--- src/rtl/ubt_pkg.sv ---
package ubt_pkg;

  typedef enum logic [1:0] {
    CELL_HOLD    = 2'd0,
    CELL_FOLLOW  = 2'd1,
    CELL_CAPTURE = 2'd2
  } cell_op_e;

  // A rise is a 0 sample followed by a 1 sample.
  function automatic logic rise_seen(input logic now_s, input logic was_s);
    return now_s & ~was_s;
  endfunction

  // Latch enable wins; otherwise only an enabled rise writes.
  function automatic cell_op_e choose_op(input logic le, input logic ce_n,
                                         input logic rise);
    if (le)                 return CELL_FOLLOW;
    else if (!ce_n && rise) return CELL_CAPTURE;
    else                    return CELL_HOLD;
  endfunction

  // Open-drain bit: pull low only when enabled and the bit is 0.
  function automatic logic od_pull(input logic oe_n, input logic bit_v);
    return ~oe_n & ~bit_v;
  endfunction

endpackage

--- src/rtl/ubt_rise_sync.sv ---
module ubt_rise_sync #(
  parameter int STAGES = 2
) (
  input  logic clk,
  input  logic rst,
  input  logic ck_async,
  output logic rise
);
  import ubt_pkg::*;

  logic [STAGES-1:0] chain;
  logic              last_q;
  logic              synced;

  assign synced = chain[STAGES-1];

  always_ff @(posedge clk) begin
    if (rst) begin
      chain  <= '0;
      last_q <= 1'b0;
    end else begin
      chain[0] <= ck_async;
      for (int i = 1; i < STAGES; i++) chain[i] <= chain[i-1];
      last_q <= synced;
    end
  end

  assign rise = rise_seen(synced, last_q);

  assert_rise_single_R6: assert property (@(posedge clk) disable iff (rst)
    rise |=> !rise);

endmodule

--- src/rtl/ubt_cell.sv ---
module ubt_cell #(
  parameter int W = 18
) (
  input  logic             clk,
  input  logic             rst,
  input  logic             le,
  input  logic             ce_n,
  input  logic             rise,
  input  logic [W-1:0]     d,
  output logic [W-1:0]     q,
  output ubt_pkg::cell_op_e op
);
  import ubt_pkg::*;

  assign op = choose_op(le, ce_n, rise);

  always_ff @(posedge clk) begin
    if (rst) q <= '0;
    else begin
      case (op)
        CELL_FOLLOW, CELL_CAPTURE: q <= d;
        default:                   q <= q;
      endcase
    end
  end

  assert_follow_R2: assert property (@(posedge clk) disable iff (rst)
    le |=> q == $past(d));
  assert_hold_R3: assert property (@(posedge clk) disable iff (rst)
    (!le && !rise) |=> q == $past(q));
  assert_capture_R4: assert property (@(posedge clk) disable iff (rst)
    (!le && !ce_n && rise) |=> q == $past(d));
  assert_ce_block_R5: assert property (@(posedge clk) disable iff (rst)
    (!le && ce_n) |=> q == $past(q));
  assert_reset_clear_R9: assert property (@(posedge clk)
    rst |=> q == '0);

endmodule

--- src/rtl/ubt_drive.sv ---
module ubt_drive #(
  parameter int W          = 18,
  parameter bit OPEN_DRAIN = 1'b0
) (
  input  logic         rst,
  input  logic         oe_n,
  input  logic [W-1:0] q,
  output logic [W-1:0] out,
  output logic [W-1:0] oe
);
  import ubt_pkg::*;

  generate
    if (OPEN_DRAIN) begin : g_od
      assign out = '0;
      for (genvar i = 0; i < W; i++) begin : g_bit
        assign oe[i] = ~rst & od_pull(oe_n, q[i]);
      end
    end else begin : g_pp
      assign out = q;
      assign oe  = (rst || oe_n) ? '0 : '1;
    end
  endgenerate

  always_comb begin
    if (OPEN_DRAIN) begin
      assert_od_never_high_R8: assert ((oe & q) == '0);
    end else begin
      assert_pp_uniform_R7: assert (oe == '0 || oe == '1);
    end
  end

endmodule

--- src/rtl/ubt_xcvr.sv ---
module ubt_xcvr #(
  parameter int WIDTH       = 18,
  parameter int SYNC_STAGES = 2
) (
  input  logic             clk,
  input  logic             rst,
  input  logic [WIDTH-1:0] a_in,
  input  logic [WIDTH-1:0] b_in,
  input  logic             ab_oe_n,
  input  logic             ab_le,
  input  logic             ab_ck,
  input  logic             ab_ce_n,
  input  logic             ba_oe_n,
  input  logic             ba_le,
  input  logic             ba_ck,
  input  logic             ba_ce_n,
  output logic [WIDTH-1:0] a_out,
  output logic [WIDTH-1:0] a_oe,
  output logic [WIDTH-1:0] b_out,
  output logic [WIDTH-1:0] b_oe
);
  import ubt_pkg::*;

  // Named internal events for the checks below.
  logic             ab_rise, ba_rise;
  logic [WIDTH-1:0] ab_q, ba_q;
  cell_op_e         ab_op, ba_op;

  ubt_rise_sync #(.STAGES(SYNC_STAGES)) u_ab_sync (
    .clk(clk), .rst(rst), .ck_async(ab_ck), .rise(ab_rise));
  ubt_rise_sync #(.STAGES(SYNC_STAGES)) u_ba_sync (
    .clk(clk), .rst(rst), .ck_async(ba_ck), .rise(ba_rise));

  ubt_cell #(.W(WIDTH)) u_ab_cell (
    .clk(clk), .rst(rst), .le(ab_le), .ce_n(ab_ce_n), .rise(ab_rise),
    .d(a_in), .q(ab_q), .op(ab_op));
  ubt_cell #(.W(WIDTH)) u_ba_cell (
    .clk(clk), .rst(rst), .le(ba_le), .ce_n(ba_ce_n), .rise(ba_rise),
    .d(b_in), .q(ba_q), .op(ba_op));

  // B side: open-drain, driven from the A-to-B cell.
  ubt_drive #(.W(WIDTH), .OPEN_DRAIN(1'b1)) u_b_drv (
    .rst(rst), .oe_n(ab_oe_n), .q(ab_q), .out(b_out), .oe(b_oe));
  // A side: push-pull, driven from the B-to-A cell.
  ubt_drive #(.W(WIDTH), .OPEN_DRAIN(1'b0)) u_a_drv (
    .rst(rst), .oe_n(ba_oe_n), .q(ba_q), .out(a_out), .oe(a_oe));

  assert_ab_capture_qualified_R4: assert property (@(posedge clk) disable iff (rst)
    (ab_op == CELL_CAPTURE) |-> (ab_rise && !ab_ce_n && !ab_le));
  assert_ba_capture_qualified_R1: assert property (@(posedge clk) disable iff (rst)
    (ba_op == CELL_CAPTURE) |-> (ba_rise && !ba_ce_n && !ba_le));
  assert_quiet_in_reset_R9: assert property (@(posedge clk)
    rst |-> (a_oe == '0 && b_oe == '0));
  assert_b_disable_R8: assert property (@(posedge clk) disable iff (rst)
    ab_oe_n |-> b_oe == '0);

endmodule

--- config.mk ---
export PLATFORM = sky130hd
export DESIGN_NAME = ubt_xcvr
export DESIGN_NICKNAME = d
export VERILOG_FILES = /design/src/rtl/ubt_pkg.sv /design/src/rtl/ubt_rise_sync.sv /design/src/rtl/ubt_cell.sv /design/src/rtl/ubt_drive.sv /design/src/rtl/ubt_xcvr.sv
export SDC_FILE = /design/constraint.sdc
export NUM_CORES = 1
export LEC_CHECK = 0
export ABC_AREA = 0
export BUFFER_PORTS_ARGS = -buffer_cell sky130_fd_sc_hd__buf_2
export CORE_AREA = 2 2 80 82
export DETAILED_ROUTE_END_ITERATION = 10
export DIE_AREA = 0 0 82 84
export PLACE_DENSITY_LB_ADDON = 0.1
export RECOVER_POWER = 50
export REMOVE_ABC_BUFFERS = 1
export SYNTH_ARGS = -nofsm -noshare
export SYNTH_HDL_FRONTEND = slang
export SYNTH_HIERARCHICAL = 1
export SYNTH_SLANG_ARGS = --single-unit
--- constraint.sdc ---
create_clock -name clk -period 1.2 [get_ports clk]
set_input_delay 0.24 -clock clk [delete_from_list [all_inputs] [get_ports clk]]
set_output_delay 0.24 -clock clk [all_outputs]
set_load 0.05 [all_outputs]
-- Yosys cells after proc, flatten, opt, wreduce, memory -nomap -nowiden
Cells that the tools add are included.
- mux-type cells: 5
- bitwise operators: 60
- reductions and logical operators: 7
- equality and inequality tests: 4
- operators with widths (cell ; number):
    $and A1 B1 Y1 ; 38
    $not A1 Y1 ; 22
    $mux W18 ; 1
    $mux W2 ; 4
    $eq A2 B1 Y1 const B ; 2
    $eq A2 B2 Y1 const B ; 2
    $reduce_or A2 Y1 ; 2
    $logic_and A1 B1 Y1 ; 2
    $logic_not A1 Y1 ; 2
    $logic_or A1 B1 Y1 ; 1
- word-level logic and storage cells: 82
- register bits: 42

-- Logic depth before layout (Yosys ltp)
Gate-level depths: netlist of run 1.
- depth in word-level cells: 7
- gate-level depth with buffers: 5
- depth with buffers taken out: 3

-- Hierarchy
The synthesis of run 1 kept the hierarchy.
- by module, submodules not included (module ; sequential area each (um2) ; cells an instance ; instances ; area each (um2)):
    ubt_cell ; 360.3 ; 81 ; 2 ; 835.8
    ubt_drive at u_b_drv ; 0.0 ; 41 ; 1 ; 339.1
    ubt_drive at u_a_drv ; 0.0 ; 36 ; 1 ; 266.5
    ubt_rise_sync ; 60.1 ; 7 ; 2 ; 87.6

-- Least setup slack after synthesis of run 1
Ideal clock, no wire load.
- path type: input -> output
- start point: input ba_oe_n
- end point: output a_oe[10]
- data required time: 0.960 ns
- path buffers: 1
- arrival time: 1.793 ns
- stages: 2
- slack: -0.833 ns
- path through: nor2_1 buf_4
- word-level cells in the longest chain between the ends: 2
- RTL lines (what ; RTL line ; source):
    start: declaration ; ubt_xcvr.sv:13 ; input logic ba_oe_n,
    $logic_or A1 B1 Y1 ; ubt_drive.sv:21 ; assign oe = (rst || oe_n) ? '0 : '1;
    $mux W18 ; ubt_drive.sv:21 ;
    end: declaration ; ubt_xcvr.sv:18 ; output logic [WIDTH-1:0] a_oe,
Every way passes these cells.

-- Worst setup path after layout of run 1
- start point: input rst
- end point: output a_oe[13]
- word-level cells in the longest chain between the ends: 2
- RTL lines (what ; RTL line ; source):
    start: declaration ; ubt_xcvr.sv:6 ; input logic rst,
    $logic_or A1 B1 Y1 ; ubt_drive.sv:21 ;
    $mux W18 ; ubt_drive.sv:21 ;
Every way passes these cells.

==> results of run 1 <==
## power by group through the flow
| stage | clock network, mW | registers (mW) | logic [mW] |
|---|---|---|---|
| global route | 1.05 | 1.55 | 1.30 |
| detailed placement | 0 | 1.56 | 1.04 |
| finish | 0.961 | 1.54 | 1.24 |
| floorplan | 0 | 1.70 | 0.588 |
| CTS | 0.999 | 1.53 | 1.17 |
| global placement | 0 | 1.56 | 1.03 |
## repair_timing
action,in CTS,in global routing
setup endpoints to repair,36,42
resized for setup,97,33
gates cloned,3,4
buffers inserted,0,1
pin swaps,1,2
## sequential cells by signal, summed over array words and instances, names as in the netlist
name,count
u_ab_cell/q,18
u_ba_sync/last_q,1
u_ab_sync/last_q,1
u_ab_sync/chain,2
u_ba_sync/chain,2
u_ba_cell/q,18
## path summary, 6_finish.rpt
path | endpoint | from | slack, ns
worst max-delay path | a_oe[13] | rst | -0.05
worst min-delay path | u_ab_sync/chain[0] | ab_ck | 0.15
worst max register to register | u_ab_cell/q[6] | u_ab_sync/chain[1] | 0.04
worst min register to register | u_ab_sync/chain[1] | u_ab_sync/chain[0] | 0.44
## metrics by stage
stage,instances,hold slack [ns],power [mW],util (%),setup TNS [ns]
4_1_cts,398,0.1533,3.700,50.96,-0.08262
2_1_floorplan,199,0.3116,2.285,-,-199.21
6_report,403,0.1519,3.743,54.17,-0.6574
5_1_grt,403,0.1700,3.906,54.17,-1.348
3_3_place_gp,387,0.4198,2.593,43.99,-3.472
3_5_place_dp,387,0.4268,2.596,43.99,-4.264
## critical path: cells and delay by family
kind | cells | cell delay (ns)
buffers and inverters | 4 | 0.57
AND/OR/NAND/NOR | 1 | 0.19
## routing by layer
metal / routed length [um] / GRT usage, % / up-vias
met5: 0 / 0 / -
met1: 2189 / 16.79 / 774
met3: 313 / 3.030 / 2
li1: - / - / 873
met4: 12 / 3.182 / 0
met2: 2504 / 21.58 / 56
## final cells by class
class | count | area (sq um) | area share (%)
Timing Repair Buffer | 119 | 1056 | 31.98
Inverter | 2 | 7.507 | 0.2274
Multi-Input combinational cell | 155 | 1187 | 35.96
Tap cell | 77 | 96.34 | 2.918
Sequential cell | 42 | 859.6 | 26.03
Clock inverter | 2 | 12.51 | 0.3789
Clock buffer | 6 | 82.58 | 2.501
==> out/results.ini, run 1 <==
[run_status]
outcome = complete, but fails checks
failed_checks = negative setup slack

[floorplanning]
num_rows = 29
die_area_sq_um = 6888
coreArea_sq_um = 6096
ios = 118
start_util_pct = 39.74
fp.dieH_um = 84
die_w_um = 82

[final_layout]
fin_area_sq_um = 3302
layout_commonest_cell = nand2b_1
area_growth_pct = 36.31
fillers = 546
final_nets = 371
drive_above_1_share_pct = 50.31
diodes = 0
layout_common_cells = 72 x nand2b_1, 61 x buf_2, 36 x mux2i_1

[worst_setup_path]
worstSetupPathType = in -> out
ff2ff_path_depth = 4
cp_common_cell = buf_12
slowest_delay_ns = 0.19
slowest_stage = nor2_4
worst-endpoint-arrival_ns = 1.01
crit_fanout = 6
path_cells = buf_12 > buf_12 > nor2_4 > buf_6 > buf_8
cp.required_ns = 0.96
endpoint_kind = output port
worstSetupStartpointType = input pin

[global_routing]
antenna_found_initial = 0
grt_pass1_wl_um = 7107
track_usage_pct = 13.01
grt_max_degree = 44
grt_pass1_vias = 1534
gr-total-overflow = 0

[drt]
dr.pass1.iters = 4
drc = 0
totalWireLength_um = 5019
via_per_inst = 4.231
drt_iter0_drc = 32
ant_nets = 0
wire_per_inst_um = 12.45
vias = 1705

[timing]
fin_skew_ns = 0.01091
setup_ws_ns = -0.04589
max_freq_mhz = 802.6
slew_violations = 0
relSlewSlack_pct = 60.44
worst_pin_slew_ns = 0.5934
rsz0062_at_grt = true
timing.final.hold_violations = 0
finalCriticalPeriod_ns = 1.246
setup_viol = 19
fin_crit_sh_pct = 103.8

[clocking]
cts_root_buffer = clkbuf_8
path_clk_slew_ns = 0.09
cts.sinks = 42
cts_max_path_buffers = 2
cts_made_buffers = 5
hold_buffers = 0
htreeDepth = 2
worstSkewPairLatency_ns = 0.29
cts_tree = built

[placed_design]
post-dp-hpwl_um = 3033
dpl-instance-area_sq_um = 2681
gp_congestion = 0.6610
pre_cts_ws_ns = -0.1239
io_buffers = 99

[pwr]
worst_ir_drop_vdd_mv = 0.5309
power_density_nw_per_um2 = 1134
switching_share_pct = 35.49
power_frac_comb_pct = 33.1
pwr-share-clk_pct = 25.7
p_leak_nw = 1.532
intPower_mw = 2.415
p_sw_mw = 1.328
p_seq_share_pct = 41.2

[flow_run]
max-cap-violations = 0

[logic_synthesis]
syn_inst = 249
avgSynthCellArea_sq_um = 9.728
synth_area_sq_um = 2422
ys_warn_count = 6

[min_path]
hold_class = in -> reg
hold_depth = 2

(Power assumes the default switching activity.)
==> run 2: changes to the inputs <==
Settings changed: SETUP_SLACK_MARGIN set to 0.2.
==> out/results.ini, run 2 (synthesis gave the netlist of run 1 again) <==
[clocking]
cts_made_buffers = 5  ; unchanged
path_clk_slew_ns = 0.09  ; about the same
hold_buffers = 0  ; unchanged
htreeDepth = 2  ; unchanged
cts.sinks = 42  ; unchanged
cts_max_path_buffers = 2  ; unchanged
cts_root_buffer = clkbuf_8
worstSkewPairLatency_ns = 0.29  ; about the same
cts_tree = built

[timing]
whs_ns = 0.1597  ; +0.007823 ns
timing.final.hold_violations = 0  ; unchanged
setup_ws_ns = -0.03035  ; +0.01554 ns
fin_skew_ns = 0.008649  ; -0.002260 ns
max_freq_mhz = 812.8  ; +1.3%
relSlewSlack_pct = 60.41  ; about the same
rsz0062_at_grt = true
fin_crit_sh_pct = 102.5  ; -1.3 points
worst_pin_slew_ns = 0.5938  ; +0.0004029 ns
finalCriticalPeriod_ns = 1.230  ; -0.01554 ns
slew_violations = 0  ; unchanged
setup_tns_ns = -0.3944  ; +0.2630 ns
setup_viol = 19  ; unchanged

[pwr]
p_leak_nw = 1.645  ; +7.4%
finalPower_mw = 3.915  ; +4.6%
p_sw_mw = 1.365  ; +2.8%
p_seq_share_pct = 40.0  ; -1.2 points
pwr-share-clk_pct = 24.5  ; -1.2 points
intPower_mw = 2.551  ; +5.6%
switching_share_pct = 34.86  ; -0.63 points
power_frac_comb_pct = 35.4  ; +2.3 points
power_density_nw_per_um2 = 1074  ; -5.2%
worst_ir_drop_vdd_mv = 0.5505  ; +3.7%

[worst_setup_path]
worstSetupStartpointType = input pin
worst-endpoint-arrival_ns = 0.99  ; -0.02 ns
cp.required_ns = 0.96  ; about the same
crit_fanout = 6  ; unchanged
endpoint_kind = output port
worstSetupPathType = in -> out

[final_layout]
utilization_pct = 59.79  ; +5.6 points
fin_area_sq_um = 3645  ; +10%
final_nets = 379  ; +2.2%
area_growth_pct = 50.47
diodes = 0  ; unchanged
fillers = 515  ; -5.7%
layout_commonest_cell = nand2b_1
reg_top3 = u_ab_cell/q (18), u_ba_cell/q (18)
layout_common_cells = 72 x nand2b_1, 43 x buf_2, 36 x buf_8, 36 x mux2i_1, 33 x dfxtp_2
drive_above_1_share_pct = 56.89  ; +6.6 points
final_cells = 411  ; +2.0%

[drt]
wl_met2_um = 2907  ; +16%
vias = 1745  ; +2.3%
wire_per_inst_um = 13.13  ; +5.4%
via_per_inst = 4.246  ; +0.35%
dr.pass1.iters = 4  ; unchanged
ant_nets = 0  ; unchanged
drt_iter0_drc = 43  ; +34%
drt-met1-wl_um = 2195  ; +0.27%
topRoutingLayerUsed = met4
totalWireLength_um = 5397  ; +7.5%
drc = 0  ; unchanged
met3_length_um = 281  ; -10%

[floorplanning]
num_rows = 29  ; unchanged
ios = 118  ; unchanged
start_util_pct = 39.74  ; unchanged
die_w_um = 82  ; unchanged
die_area_sq_um = 6888  ; unchanged
fp.dieH_um = 84  ; unchanged
coreArea_sq_um = 6096  ; unchanged

[global_routing]
grt_pass1_wl_um = 8431  ; +19%
gr-total-overflow = 0  ; unchanged
antenna_found_initial = 0  ; unchanged
track_usage_pct = 15.78  ; +2.8 points
grt_pass1_vias = 1746  ; +14%
grt_max_degree = 44  ; unchanged

[placed_design]
io_buffers = 99  ; unchanged
gp_congestion = 0.6610  ; unchanged
dp_cells = 387  ; unchanged
pre_cts_ws_ns = -0.1239  ; unchanged
dpl-instance-area_sq_um = 2681  ; unchanged
post-dp-hpwl_um = 3033  ; unchanged

[flow_run]
max-cap-violations = 0  ; unchanged

[min_path]
hold_class = in -> reg

[run_status]
outcome = complete, but fails checks
failed_checks = negative setup slack

[run 2: final timing paths]
check / start / to / slack, ns / cells past startpoint
worst max-delay path: rst / a_oe[15] / -0.03 / 5
worst min-delay path: ab_ck / u_ab_sync/chain[0] / 0.16 / 2
worst max register to register: u_ab_sync/chain[1] / u_ab_cell/q[6] / 0 / 5
worst min register to register: u_ab_sync/chain[0] / u_ab_sync/chain[1] / 0.45 / 1
[run 2: worst max-delay path: stages]
cell,delay [ns]
buf_12,0.12
buf_12,0.14
nor2_4,0.16
buf_6,0.18
buf_8,0.15
[run 2: layout make-up]
cell class / instances / area, sq um / share of cell area, %
inverter: 2 / 7.507 / 0.2060
sequential: 42 / 882.1 / 24.20
tap: 77 / 96.34 / 2.643
timing repair buffer: 127 / 1365 / 37.45
clock buffer: 6 / 82.58 / 2.266
multi-input combinational: 155 / 1199 / 32.89
clock inverter: 2 / 12.51 / 0.3433
[run 2: timing repair]
item                       4_1_cts  5_1_grt
setup buffers                    5        2
gates cloned                     8        1
resized for setup              212        4
pin swaps                        2        2
setup endpoints to repair       90       90
[run 2: routing by layer]
| metal | vias up | global-route usage (%) |
|---|---|---|
| met5 | - | 0 |
| met4 | 0 | 3.182 |
| met3 | 2 | 3.139 |
| met2 | 52 | 27.64 |
| met1 | 800 | 19.69 |
| li1 | 891 | - |
[run 2: power by group through the flow]
stage	combinational (mW)	clock (mW)	sequential, mW
2_1_floorplan	0.588	0	1.70
3_3_place_gp	1.03	0	1.56
3_5_place_dp	1.04	0	1.56
4_1_cts	1.38	0.999	1.57
5_1_grt	1.45	1.06	1.58
6_report	1.39	0.960	1.57
